### src/rtl/prio_intc.sv
module prio_intc (
  input  logic       clk,
  input  logic       rst,
  input  logic [7:0] irq_in,
  input  logic [7:0] level_sel,
  input  logic       wr_en,
  input  logic       rd_en,
  input  logic       addr,
  input  logic [7:0] wdata,
  output logic [7:0] rdata,
  input  logic       ack,
  output logic       int_req,
  output logic [2:0] ack_level,
  output logic [4:0] vec_base,
  output logic       special_mask
);
  logic [7:0] irr, last, imr, isr;
  logic [2:0] rot;
  logic [1:0] ist;
  logic       need4, poll, rsel, sfnm, aeoi, rotaeoi;

  function automatic logic [3:0] best(input logic [7:0] m, input logic [2:0] r);
    best = 4'd8;
    for (int i = 7; i >= 0; i--)
      if (m[3'(r + 3'(i))]) best = 4'(i);
  endfunction

  wire [7:0] pend     = irr & ~imr;
  wire [7:0] svc      = sfnm ? (isr & 8'hFB) : isr;
  wire [3:0] pend_pri = best(pend, rot);
  wire [3:0] svc_pri  = best(svc, rot);
  wire [3:0] isr_pri  = best(isr, rot);
  wire [2:0] isr_top  = isr_pri[2:0] + rot;
  wire [7:0] win_bit  = 8'b1 << ack_level;
  wire [7:0] irr_cap  = (level_sel & irq_in) | (~level_sel & (irr | (irq_in & ~last)));

  assign int_req   = pend_pri < svc_pri;
  assign ack_level = pend_pri[2:0] + rot;
  assign rdata     = poll ? (int_req ? {5'd0, ack_level} : 8'd7)
                   : addr ? imr : (rsel ? isr : irr);

  always_ff @(posedge clk) begin
    if (rst) begin
      irr <= '0; last <= '0; imr <= '0; isr <= '0; rot <= '0;
      vec_base <= '0; ist <= 2'd0; need4 <= 1'b0; poll <= 1'b0;
      rsel <= 1'b0; special_mask <= 1'b0; sfnm <= 1'b0; aeoi <= 1'b0;
      rotaeoi <= 1'b0;
    end else begin
      irr  <= irr_cap;
      last <= irq_in;
      if (wr_en) begin
        if (!addr) begin
          if (wdata[4]) begin
            irr <= '0; last <= '0; imr <= '0; isr <= '0; rot <= '0;
            vec_base <= '0; poll <= 1'b0; rsel <= 1'b0;
            special_mask <= 1'b0; sfnm <= 1'b0; aeoi <= 1'b0;
            rotaeoi <= 1'b0; ist <= 2'd1; need4 <= wdata[0];
          end else if (wdata[3]) begin
            if (wdata[2]) poll <= 1'b1;
            if (wdata[1]) rsel <= wdata[0];
            if (wdata[6]) special_mask <= wdata[5];
          end else begin
            case (wdata[7:5])
              3'd0: rotaeoi <= 1'b0;
              3'd4: rotaeoi <= 1'b1;
              3'd1, 3'd5:
                if (isr_pri != 4'd8) begin
                  isr[isr_top] <= 1'b0;
                  if (wdata[7]) rot <= isr_top + 3'd1;
                end
              3'd3: isr[wdata[2:0]] <= 1'b0;
              3'd6: rot <= wdata[2:0] + 3'd1;
              3'd7: begin
                isr[wdata[2:0]] <= 1'b0;
                rot <= wdata[2:0] + 3'd1;
              end
              default: ;
            endcase
          end
        end else begin
          case (ist)
            2'd0: imr <= wdata;
            2'd1: begin vec_base <= wdata[7:3]; ist <= 2'd2; end
            2'd2: ist <= need4 ? 2'd3 : 2'd0;
            default: begin
              sfnm <= wdata[4];
              aeoi <= wdata[1];
              ist  <= 2'd0;
            end
          endcase
        end
      end else if (rd_en) begin
        if (poll) begin
          poll <= 1'b0;
          if (int_req) begin
            irr <= irr_cap & ~win_bit;
            isr <= isr & ~win_bit;
          end
        end
      end else if (ack && int_req) begin
        isr <= aeoi ? (isr & ~win_bit) : (isr | win_bit);
        if (aeoi && rotaeoi) rot <= ack_level + 3'd1;
        if (!level_sel[ack_level]) irr <= irr_cap & ~win_bit;
      end
    end
  end

  a_r4_req_has_pending: assert property (@(posedge clk) disable iff (rst)
    int_req |-> (pend != 8'd0));
  a_r5_init_clears: assert property (@(posedge clk) disable iff (rst)
    (wr_en && !addr && wdata[4]) |=> (irr == 8'd0 && isr == 8'd0 && imr == 8'd0 && rot == 3'd0));
  a_r9_ack_sets_service: assert property (@(posedge clk) disable iff (rst)
    (ack && int_req && !wr_en && !rd_en && !aeoi) |=> isr[$past(ack_level)]);
  a_r10_mask_load: assert property (@(posedge clk) disable iff (rst)
    (wr_en && addr && ist == 2'd0) |=> (imr == $past(wdata)));
  a_r11_poll_disarms: assert property (@(posedge clk) disable iff (rst)
    (rd_en && !wr_en && poll) |=> !poll);
endmodule

### config.mk
export PLATFORM = sky130hd
export DESIGN_NAME = prio_intc
export DESIGN_NICKNAME = d
export VERILOG_FILES = /design/src/rtl/prio_intc.sv
export SDC_FILE = /design/constraint.sdc
export NUM_CORES = 1
export LEC_CHECK = 0
export BUFFER_PORTS_ARGS = -buffer_cell sky130_fd_sc_hd__clkbuf_2
export CAP_MARGIN = 20
export CORE_ASPECT_RATIO = 1.5
export CORE_MARGIN = 5
export CORE_UTILIZATION = 29
export DETAILED_ROUTE_END_ITERATION = 10
export HOLD_SLACK_MARGIN = 0.05
export RECOVER_POWER = 25
export SLEW_MARGIN = 20
export SYNTH_ARGS = -nofsm -noshare
export SYNTH_HDL_FRONTEND = slang
export SYNTH_SLANG_ARGS = --single-unit
### constraint.sdc
create_clock -name clk -period 6.2 [get_ports clk]
set_input_delay 0.31 -clock clk [delete_from_list [all_inputs] [get_ports clk]]
set_output_delay 0.31 -clock clk [all_outputs]
set_load 0.01 [all_outputs]
==> metrics.md, run 1 <==
| Metric | Value |
|---|---|
| Status | `finished, violations left` |
| Failing checks | `capacitance limit, slew limit` |
| Post-layout min period | `~5.3 ns` |
| CP top delay family | `adder cells` |
| Final Hold Fails | `0` |
| Worst-Skew Late Latency | `0.29 ns` |
| Slew HR | `-10.9%` |
| CTS H-tree lvls | `2` |
| Number of cells in the finished layout apart from fillers | `826` |
| Total power | `around 2.3 mW` |
| Critical path origin | `rot[0]` |
| Syn Inst Count | `602` |
| IO Pins | `48` |
| Critical Path, Cell by Cell | `buf_4 > inv_2 > ha_1 > inv_1 > mux4_2 > nor2_1 > or3_1 > a21oi_1 > nor3_1 > a2111oi_0 > inv_1 > fa_1 > mux4_2 > mux2i_1 > o2111a_2 > a221oi_1` |
| #FFs+latches synth | `roughly 50` |
| Post-synth ARST share | `0%` |
| Die W | `around 110 um` |
| Port bufs | `47` |
| Vias in the first global route | `approximately 4,600` |
| Vias per std cell | `~5.8` |
| WL met1 | `slightly below 6000 um` |
| Met3 WL | `835 um` |
| RSZ-0062 raised after global routing | `false` |
| CTS resizes | `0` |
| Slew @ Worst Pin | `around 1.7 ns` |
| Die Footprint | `about 19,000 um^2` |
| CTS buffer count | `5` |
| Comb power frac | `between 60% and 70%` |
| Die Span Y | `around 170 um` |
| CP max-delay cell | `fa_1` |
| 1st-iter DRT viols | `320` |
| Final setup viols | `0` |
| Core area | `15,700 um^2` |
| Antenna violations before repair | `0` |
| CP required | `6.35 ns` |
| Avg Inst Size Synth | `7.74 um^2` |
| Clk_skew | `roughly 0.005 ns` |
| Drt pass-1 iters | `5` |
| Drt drc | `0` |
| Peak VDD IR | `approximately 0.21 mV` |
| Crit-path max FO | `26` |
| Rows | `56` |
| Sw Share | `between 50 and 60%` |
| Total negative setup slack | `0 ns` |
| Hold Path Class | `primary input to flip-flop` |
| Gpl congestion | `between 0.9 and 1` |
| Max incr delay on CP | `around 0.85 ns` |
| Final antenna diode count | `0` |
| Top_reg_cell synth | `dfxtp_1` |
| Max Buffers Root-to-Sink | `2` |
| Placed cell areas | `between 5000 and 6000 um^2` |
| Critical Path Sink Type | `flip-flop` |
| Final Max Tran Viols | `a little over 40` |
| Post-Synthesis Cell Area | `4660 um^2` |
| Top layer in use | `met4` |
| Sequential fraction of the synthesis area | `21.1%` |
| Total track usage | `16.6%` |
| Min Hold Slack | `around 0.22 ns` |
| Leak | `1.93 nW` |
| Fillers | `~1,800` |
| CTS tree | `done` |
| HPWL Detailed | `12,100 um` |
| Inst Count DP | `approximately 820` |
| Pin count of the biggest net entering global routing | `43` |
| Wire per inst | `19.0 um` |
| DR vias | `around 4,800` |
| First-pass GRT wire length | `24,800 um` |
| Reg power frac | `between 10% and 20%` |
| Clock network fraction of total power | `12.6%` |
| P_int | `about 1.1 mW` |
| Max-Cap Viols | `1` |
| Crit share post-route | `a little under nine tenths` |
| CTS Hold Bufs | `0` |
| Clk root buf | `clkbuf_16` |
| Overflow after GRT | `0` |
| Nets | `667` |
| Sw Pwr | `around 1.2 mW` |
| DRT antenna net count | `0` |
| CP startpoint kind | `flip-flop` |
| Initial Util | `29.7%` |
| CP arrival | `roughly 5.5 ns` |
| Critical path class | `flip-flop to flip-flop` |
| PD cells | `440 nW/um^2` |
| Syn Nets | `647` |
| Yosys warning count | `0` |
| FF-to-FF Start | `rot[0]` |
| Number of synthesized flops with an enable pin | `0` |
| Wire length on met2 | `~8300 um` |
| Final wirelength | `around 16,000 um` |
| Final instance area | `roughly 5200 um^2` |
| Number of unique standard cell types used by synthesis | `80` |
| Layout overhead on the synthesized area | `10.9%` |
| Layout cells sized above 1 | `15.6%` |
| FMAX | `0.187 GHz` |
| Clock slew at reported path FFs | `roughly 0.070 ns` |
| Critical path buffers and inverters | `4` |
| Worst hold path startpoint | `irq_in[1]` |
| Clk sinks | `49` |
| Post-CTS Setup Inserts | `0` |
## stage by stage
step,util (%),worst slack (ns)
after floorplan,-,1.27
after global placement,32.0,1.03
after detailed placement,32.0,0.851
after CTS,33.0,0.837
after global routing,32.9,0.454
final,32.9,0.864
## synth_stat cells (6+ instances only)
cell type,number,area (um^2)
a211oi_1,13,97.6
a21oi_1,53,265
a221oi_1,6,52.6
a22oi_1,6,45.0
a31oi_1,8,50.1
and2_1,12,75.1
clkbuf_1,29,109
dfxtp_1,49,981
ha_1,13,163
inv_1,43,161
mux2_2,7,78.8
mux2i_1,15,150
mux4_2,17,383
nand2_1,50,188
nand2b_1,26,163
nand3_1,19,95.1
nand4_1,14,87.6
nor2_1,51,191
nor2b_1,13,81.3
nor3_1,16,80.1
o21ai_0,22,110
o31ai_1,8,60.1
## layer usage
metal	vias to the layer above	global-route usage, %
li1	2276	-
met1	2265	19.0
met2	199	30.5
met3	49	1.93
met4	0	8.15
met5	-	0
## worst register-to-register path, delay by kind of cell (launching register included)
family          cells  cell delay, ns
fa+ha+maj           2            1.48
compound gates      4            1.16
mux                 3            1.02
buf+inv             4            0.81
simple gates        3            0.41
flops               1            0.31
## kinds of logic after synthesis
group                    count (synthesis)  synth area share [%]
AND/OR/NAND/NOR                        233                  26.4
multiplexers                            39                  13.1
buffers and inverters                   84                  7.15
flip-flops                              49                  21.1
AO/OA/AOI/OAI                          173                  25.8
adder cells (fa/ha/maj)                 15                  4.35
XOR/XNOR                                 9                  2.10
## final timing paths
check                              endpoint  slack [ns]  depth (start not counted)
worst min register to register  vec_base[4]        0.46                          2
worst max-delay path                 irr[6]        0.86                         16
worst min-delay path                last[1]        0.22                          2
worst max register to register       irr[6]        0.86                         16
## power by group through the flow
stage / clock (mW) / sequential [mW] / combinational, mW
floorplan: 0 / 0.376 / 1.17
global placement: 0 / 0.419 / 1.56
detailed placement: 0 / 0.418 / 1.55
CTS: 0.292 / 0.411 / 1.55
global route: 0.304 / 0.419 / 1.71
finish: 0.287 / 0.413 / 1.57
## layout make-up
class / instances / area [um^2] / share of cell area [%]
Clock inverter: 2 / 13.8 / 0.266
Multi-Input combinational cell: 469 / 3340 / 64.7
Inverter: 45 / 171 / 3.32
Tap cell: 203 / 254 / 4.92
Sequential cell: 49 / 981 / 19.0
Clock buffer: 6 / 139 / 2.69
Timing Repair Buffer: 52 / 264 / 5.11
## layout by cell type (no fill, tap or decap), drive strengths merged, types with 16 or more instances in the layout
| cell | count |
|---|---|
| a21oi | 53 |
| clkbuf | 53 |
| nor2 | 52 |
| nand2 | 50 |
| dfxtp | 49 |
| inv | 45 |
| nand2b | 27 |
| o21ai | 24 |
| nand3 | 19 |
| mux4 | 17 |
| nor3 | 16 |
No activity file was read; power rests on OpenSTA's default activity.
==> inputs of run 2 (changes only) <==
==> constraint.sdc (replaced) <==
create_clock -name clk -period 4.8 [get_ports clk]
set_input_delay 0.24 -clock clk [delete_from_list [all_inputs] [get_ports clk]]
set_output_delay 0.24 -clock clk [all_outputs]
set_load 0.01 [all_outputs]
==> run 2 against run 1 <==
Routed wire length increased by 1.2%. Critical path type is now flip-flop to output port. Via count rose by 0.98%. The flow still finishes with violations (capacitance limit, slew limit). Die area stayed put. Largest power group unchanged. Non-clock buffer count is 18 higher.
==> metrics.md, run 2 (synthesis gave the netlist of run 1 again) <==
| Metric | Value |
|---|---|
| Status | `finished, violations left` |
| Failing checks | `capacitance limit, slew limit` |
| CP required | `4.56 ns (-1.79 ns)` |
| Most common cell on crit path | `nor2b_1` |
| Clock slew at reported path FFs | `0.07 ns (about the same)` |
| Wire per inst | `18.8 um (-0.92%)` |
| DRT antenna net count | `0 (unchanged)` |
| Vias per std cell | `5.73 (-1.2%)` |
| Critical path class | `flip-flop to output port` |
| Final Max Tran Viols | `43 (+4.9%)` |
| Max incr delay on CP | `0.43 ns (-0.42 ns)` |
| Layout overhead on the synthesized area | `14.8%` |
| Layout cells sized above 1 | `18.9% (+3.3 points)` |
| Die Span Y | `165 um (unchanged)` |
| Clk sinks | `49 (unchanged)` |
| IO Pins | `48 (unchanged)` |
| CP startpoint kind | `flip-flop` |
| Nets | `685 (+2.7%)` |
| Critical Path, Cell by Cell | `inv_1 > ha_2 > mux2_2 > mux2_2 > and2_1 > a21oi_1 > nor2b_1 > nor2b_1 > nand2b_1 > ha_1 > nor4_1 > nor2b_1 > a31oi_2 > o21ai_4 > a31oi_1 > clkbuf_2` |
| FMAX | `~0.22 GHz` |
| PD cells | `585 nW/um^2 (+33%)` |
| DP Worst Slack | `0.0755 ns (-0.775 ns)` |
| Antenna violations before repair | `0 (unchanged)` |
| Rows | `56 (unchanged)` |
| Leak | `2.01 nW (+4.4%)` |
| Slew @ Worst Pin | `1.76 ns (+0.0924 ns)` |
| CTS buffer count | `5 (unchanged)` |
| Setup WS post-layout | `0.282 ns (-0.582 ns)` |
| Die W | `113 um (unchanged)` |
| Fillers | `1,752 (+0.057%)` |
| Min Hold Slack | `0.150 ns (-0.0735 ns)` |
| Die Footprint | `18,700 um^2 (unchanged)` |
| CP top delay family | `simple AND/OR/NAND/NOR gates` |
| Most common cell after layout, fill and taps aside | `a21oi_1` |
| Gpl congestion | `0.922 (about the same)` |
| Overflow after GRT | `0 (unchanged)` |
| Port bufs | `47 (unchanged)` |
| Peak VDD IR | `0.275 mV (+33%)` |
| Final antenna diode count | `0 (unchanged)` |
| Vias in the first global route | `4,704 (+2.9%)` |
| Post-layout min period | `around 4.5 ns` |
| Slew HR | `-17.1% (-6.2 points)` |
| Pin count of the biggest net entering global routing | `43 (unchanged)` |
| Final setup viols | `0 (unchanged)` |
| Critical path buffers and inverters | `2 (-2)` |
| CP arrival | `4.28 ns (-1.21 ns)` |
| Core area | `15,700 um^2 (unchanged)` |
| Drt pass-1 iters | `4 (-1)` |
| RSZ-0062 raised after global routing | `true` |
| Crit share post-route | `a little over nine tenths` |
| Register area | `983 um^2 (+0.26%)` |
| HPWL Detailed | `12,500 um (+3.5%)` |
| First-pass GRT wire length | `25,200 um (+1.5%)` |
| Worst-Skew Late Latency | `0.30 ns (about the same)` |
| Initial Util | `29.7% (unchanged)` |
| CTS H-tree lvls | `2 (unchanged)` |
| Max-Cap Viols | `1 (unchanged)` |
| Multi-input logic area | `3390 um^2 (+1.3%)` |
| Final wirelength | `15,900 um (+1.2%)` |
| Max Buffers Root-to-Sink | `2 (unchanged)` |
| Clk_skew | `0.00743 ns (+0.00250 ns)` |
| Most frequent cells in the layout | `53 x a21oi_1, 51 x nor2_1, 50 x nand2_1, 47 x dfxtp_1, 43 x inv_1` |
| Hold Path Class | `primary input to flip-flop` |
| Total track usage | `16.9% (+0.28 points)` |
| Clk root buf | `clkbuf_16` |
| Total negative setup slack | `0 ns (unchanged)` |
| DR vias | `4,836 (+0.98%)` |
| CTS Hold Bufs | `0 (unchanged)` |
| Drt drc | `0 (unchanged)` |
| Final Hold Fails | `0 (unchanged)` |
| CP max-delay cell | `ha_2` |
| 1st-iter DRT viols | `274 (-14%)` |
| CTS tree | `done` |
| Crit-path max FO | `9 (-65%)` |
| Critical Path Sink Type | `output port` |
run 2: changes by cell type in the layout (fill, tap and decap cells not counted), moves of 2 or more:
cell       delta
clkbuf_1      +2
buf_4        +16
dfxtp_2       +2
dfxtp_1       -2
a2111oi_0     -2
run 2: routing by layer:
metal	global-route usage (%)	up-vias	part of all wire [%]
met1	19.0	2331	37
met5	0	-	0
met4	8.69	0	5.1
met2	31.1	165	53
met3	1.90	43	4.3
li1	-	2297	-
run 2: cell type report:
class	count	area share, %
Multi-Input combinational cell	469	63.3
Sequential cell	49	18.4
Timing Repair Buffer	70	7.68
Tap cell	203	4.75
Inverter	45	3.21
Clock buffer	7	2.48
Clock inverter	1	0.140
run 2: final timing paths:
path | endpoint | slack (ns) | cells past startpoint | start
worst min-delay path | last[0] | 0.15 | 2 | irq_in[0]
worst max-delay path | rdata[1] | 0.28 | 16 | rot[1]
worst max register to register | flip-flop | 0.36 | 19 | rot[0]
worst min register to register | vec_base[3] | 0.46 | 2 | vec_base[3]
run 2: worst reg2reg max path: cells and delay by family (launching register included):
| kind | cells | cell delay [ns] |
|---|---|---|
| and+or+nand+nor | 5 | 1.10 |
| muxes | 1 | 0.61 |
| DFF | 1 | 0.37 |
| buffers and inverters | 3 | 0.36 |
| adders and majority gates | 2 | 0.58 |
| AOI/OAI and AO/OA | 8 | 1.34 |
run 2: stage by stage:
stage               total power, mW  area, um^2  std cells  util (%)
global route                   3.37        5350        844      34.1
global placement               2.62        5140        834      32.8
finish                         3.13        5350        844      34.1
CTS                            2.98        5280        842      33.7
detailed placement             2.62        5140        834      32.8
floorplan                      2.00        4660        602         -
run 2: repair_timing:
item | CTS | global route
endpoints found under the setup margin | 0 | 24
buffers inserted | 0 | 2
gates resized for setup | 0 | 14
run 2: report_power, final:
part	switching [mW]	internal, mW
Combinational	1.32	0.923
Clock	0.162	0.194
Sequential	0.0809	0.447
==> inputs of run 3 (changes only) <==
==> constraint.sdc (replaced) <==
create_clock -name clk -period 4.05 [get_ports clk]
set_input_delay 0.2025 -clock clk [delete_from_list [all_inputs] [get_ports clk]]
set_output_delay 0.2025 -clock clk [all_outputs]
set_load 0.01 [all_outputs]
==> run 3 against run 2 <==
The run ends with setup timing left. Hold slack got worse by 0.033 ns. Global-route usage rose by 1.2 points. Non-clock buffer count rose by 114. Final area rose by 28%. Core utilization rose by 9.4 points. Sequential share of layout area fell by 3.9 points. Clock power rose by 21%. First-iteration DRC count rose by 9.9%. Routed wire length rose by 9.7%. Critical path type is now flip-flop to flip-flop. Critical endpoint is now irr[2].
==> metrics.md, run 3 (synthesis gave the netlist of run 1 again) <==
| Metric | Value |
|---|---|
| FMAX | `approximately 0.24 GHz` |
| CP required | `4.21 ns (-0.35 ns)` |
| Final antenna diode count | `0 (unchanged)` |
| Total power | `5.43 mW (+74%)` |
| Final setup viols | `20 (+20)` |
| IO Pins | `48 (unchanged)` |
| RSZ-0062 raised after global routing | `true` |
| Die Span Y | `165 um (unchanged)` |
| Critical Path Sink Type | `flip-flop` |
| Final instance area | `6820 um^2 (+28%)` |
| Final Max Tran Viols | `0 (-100%)` |
| Max-Cap Viols | `0 (-1)` |
| CTS tree | `done` |
| Setup WS post-layout | `-0.177 ns (-0.459 ns)` |
| Crit-path max FO | `8 (-1)` |
| Slew HR | `45.9% (+63 points)` |
| Worst r2r path cells | `15 (-4)` |
| Multi-input logic area | `3890 um^2 (+15%)` |
| Reg-to-Reg End | `irr[2]` |
| Final Hold Fails | `0 (unchanged)` |
| Clk root buf | `clkbuf_16` |
| Core area | `15,700 um^2 (unchanged)` |
| Layout overhead on the synthesized area | `46.3%` |
| DP Worst Slack | `-0.244 ns (-0.319 ns)` |
| 1st-iter DRT viols | `301 (+9.9%)` |
| Hold Path Class | `primary input to flip-flop` |
| Pin count of the biggest net entering global routing | `43 (unchanged)` |
| FF-to-FF Start | `rot[1]` |
| Gpl congestion | `0.928 (+0.63%)` |
| Failing checks | `setup timing` |
| Nets | `799 (+17%)` |
| Initial Util | `29.7% (unchanged)` |
| Drt drc | `0 (unchanged)` |
| DR vias | `5,319 (+10%)` |
| Layout cells sized above 1 | `40.7% (+22 points)` |
| Flop2flop setup slack | `-0.18 ns (-0.54 ns)` |
| Clock slew at reported path FFs | `0.07 ns (about the same)` |
| Rows | `56 (unchanged)` |
| Post-layout min period | `roughly 4.2 ns` |
| Die Footprint | `18,700 um^2 (unchanged)` |
| DRT antenna net count | `0 (unchanged)` |
| Peak VDD IR | `0.399 mV (+45%)` |
| HPWL Detailed | `13,500 um (+8.1%)` |
| Overflow after GRT | `0 (unchanged)` |
| Total track usage | `18.1% (+1.2 points)` |
| Wire per inst | `18.2 um (-3.3%)` |
| Placed cell areas | `5970 um^2 (+16%)` |
| Drt pass-1 iters | `4 (unchanged)` |
| CP arrival | `4.39 ns (+0.11 ns)` |
| Port bufs | `47 (unchanged)` |
| Leak | `2.72 nW (+35%)` |
| Most frequent cells in the layout | `122 x buf_4, 48 x nor2_1, 48 x nand2_1, 47 x a21oi_1, 46 x dfxtp_1` |
| Register area | `990 um^2 (+0.64%)` |
| Die W | `113 um (unchanged)` |
| Most common cell after layout, fill and taps aside | `buf_4` |
| Clk sinks | `49 (unchanged)` |
| Vias per std cell | `5.56 (-3.0%)` |
| Worst Hold End | `last[3]` |
| Crit share post-route | `104%` |
| Final wirelength | `17,400 um (+9.7%)` |
| First-pass GRT wire length | `26,900 um (+6.8%)` |
| Worst-Skew Late Latency | `0.29 ns (about the same)` |
| CP startpoint kind | `flip-flop` |
| Fillers | `1,547 (-12%)` |
| CTS H-tree lvls | `2 (unchanged)` |
| Hold path depth | `2 (unchanged)` |
| Status | `finished, violations left` |
| CTS buffer count | `5 (unchanged)` |
| Critical path class | `flip-flop to flip-flop` |
| PD cells | `797 nW/um^2 (+36%)` |
| Clk_skew | `0.00557 ns (-0.00186 ns)` |
| Antenna violations before repair | `0 (unchanged)` |
| Vias in the first global route | `5,288 (+12%)` |
| Worst hold path startpoint | `irq_in[3]` |
| Slew @ Worst Pin | `0.803 ns (-0.953 ns)` |
| Max Buffers Root-to-Sink | `2 (unchanged)` |
-- run 3: power by group --
group	internal, mW	switching, mW
clock network	0.243	0.188
logic	2.24	2.17
registers	0.532	0.0572
total	3.02	2.42
-- run 3: how the worst max path moves through the flow --
| stage | startpoint | to | slack (ns) | depth (start not counted) |
|---|---|---|---|---|
| 5_1_grt | rot[1] | flip-flop | -0.32 | 20 |
| 6_report | rot[1] | irr[2] | -0.18 | 15 |
| 2_1_floorplan | rot[1] | flip-flop | -0.04 | 18 |
| 3_3_place_gp | rot[1] | irr[4] | -0.22 | 16 |
| 4_1_cts | rot[1] | irr[6] | -0.14 | 15 |
| 3_5_place_dp | rot[1] | irr[4] | -0.24 | 16 |
-- run 3: per-layer routing --
metal | track usage, % | share of wire [%]
met5 | 0 | 0
met4 | 10.1 | 5.1
met3 | 1.46 | 3.2
met2 | 34.3 | 54
met1 | 19.5 | 38
-- run 3: layout make-up --
cell class	instances	area share, %
clock buffers	6	2.04
clock inverters	1	0.110
inverters	45	2.61
multi-input cells	469	57.1
flip-flops and latches	49	14.5
well taps	203	3.73
repair buffers	184	19.9
-- run 3: timing repair --
action | in CTS | in global routing
pin swaps | 28 | 35
cloned | 0 | 0
hold buffers | 0 | 0
buffers inserted | 19 | 11
resized for setup | 51 | 51
setup endpoints to repair | 24 | 25
-- run 3: critical path, cell delays in order, from the launching register on --
cell        delay [ns]
dfxtp_4           0.38
clkinvlp_4        0.11
ha_4              0.19
xor2_4            0.19
mux4_2            0.36
nor2_1            0.05
or3_1             0.36
a21oi_2           0.16
nor3_2            0.07
a2111oi_4         0.32
inv_1             0.10
fa_2              0.62
mux4_2            0.51
mux2i_1           0.17
o2111a_2          0.36
a311oi_2          0.14
-- run 3: through the flow --
stage / util, % / hold WS (ns) / cells / TNS [ns]
after detailed placement: 38.1 / 0.421 / 920 / -3.39
after global placement: 38.1 / 0.417 / 920 / -2.82
after CTS: 41.5 / 0.114 / 946 / -1.63
after floorplan: - / 0.324 / 602 / -0.332
final: 43.4 / 0.117 / 957 / -2.25
after global routing: 43.4 / 0.129 / 957 / -5.30
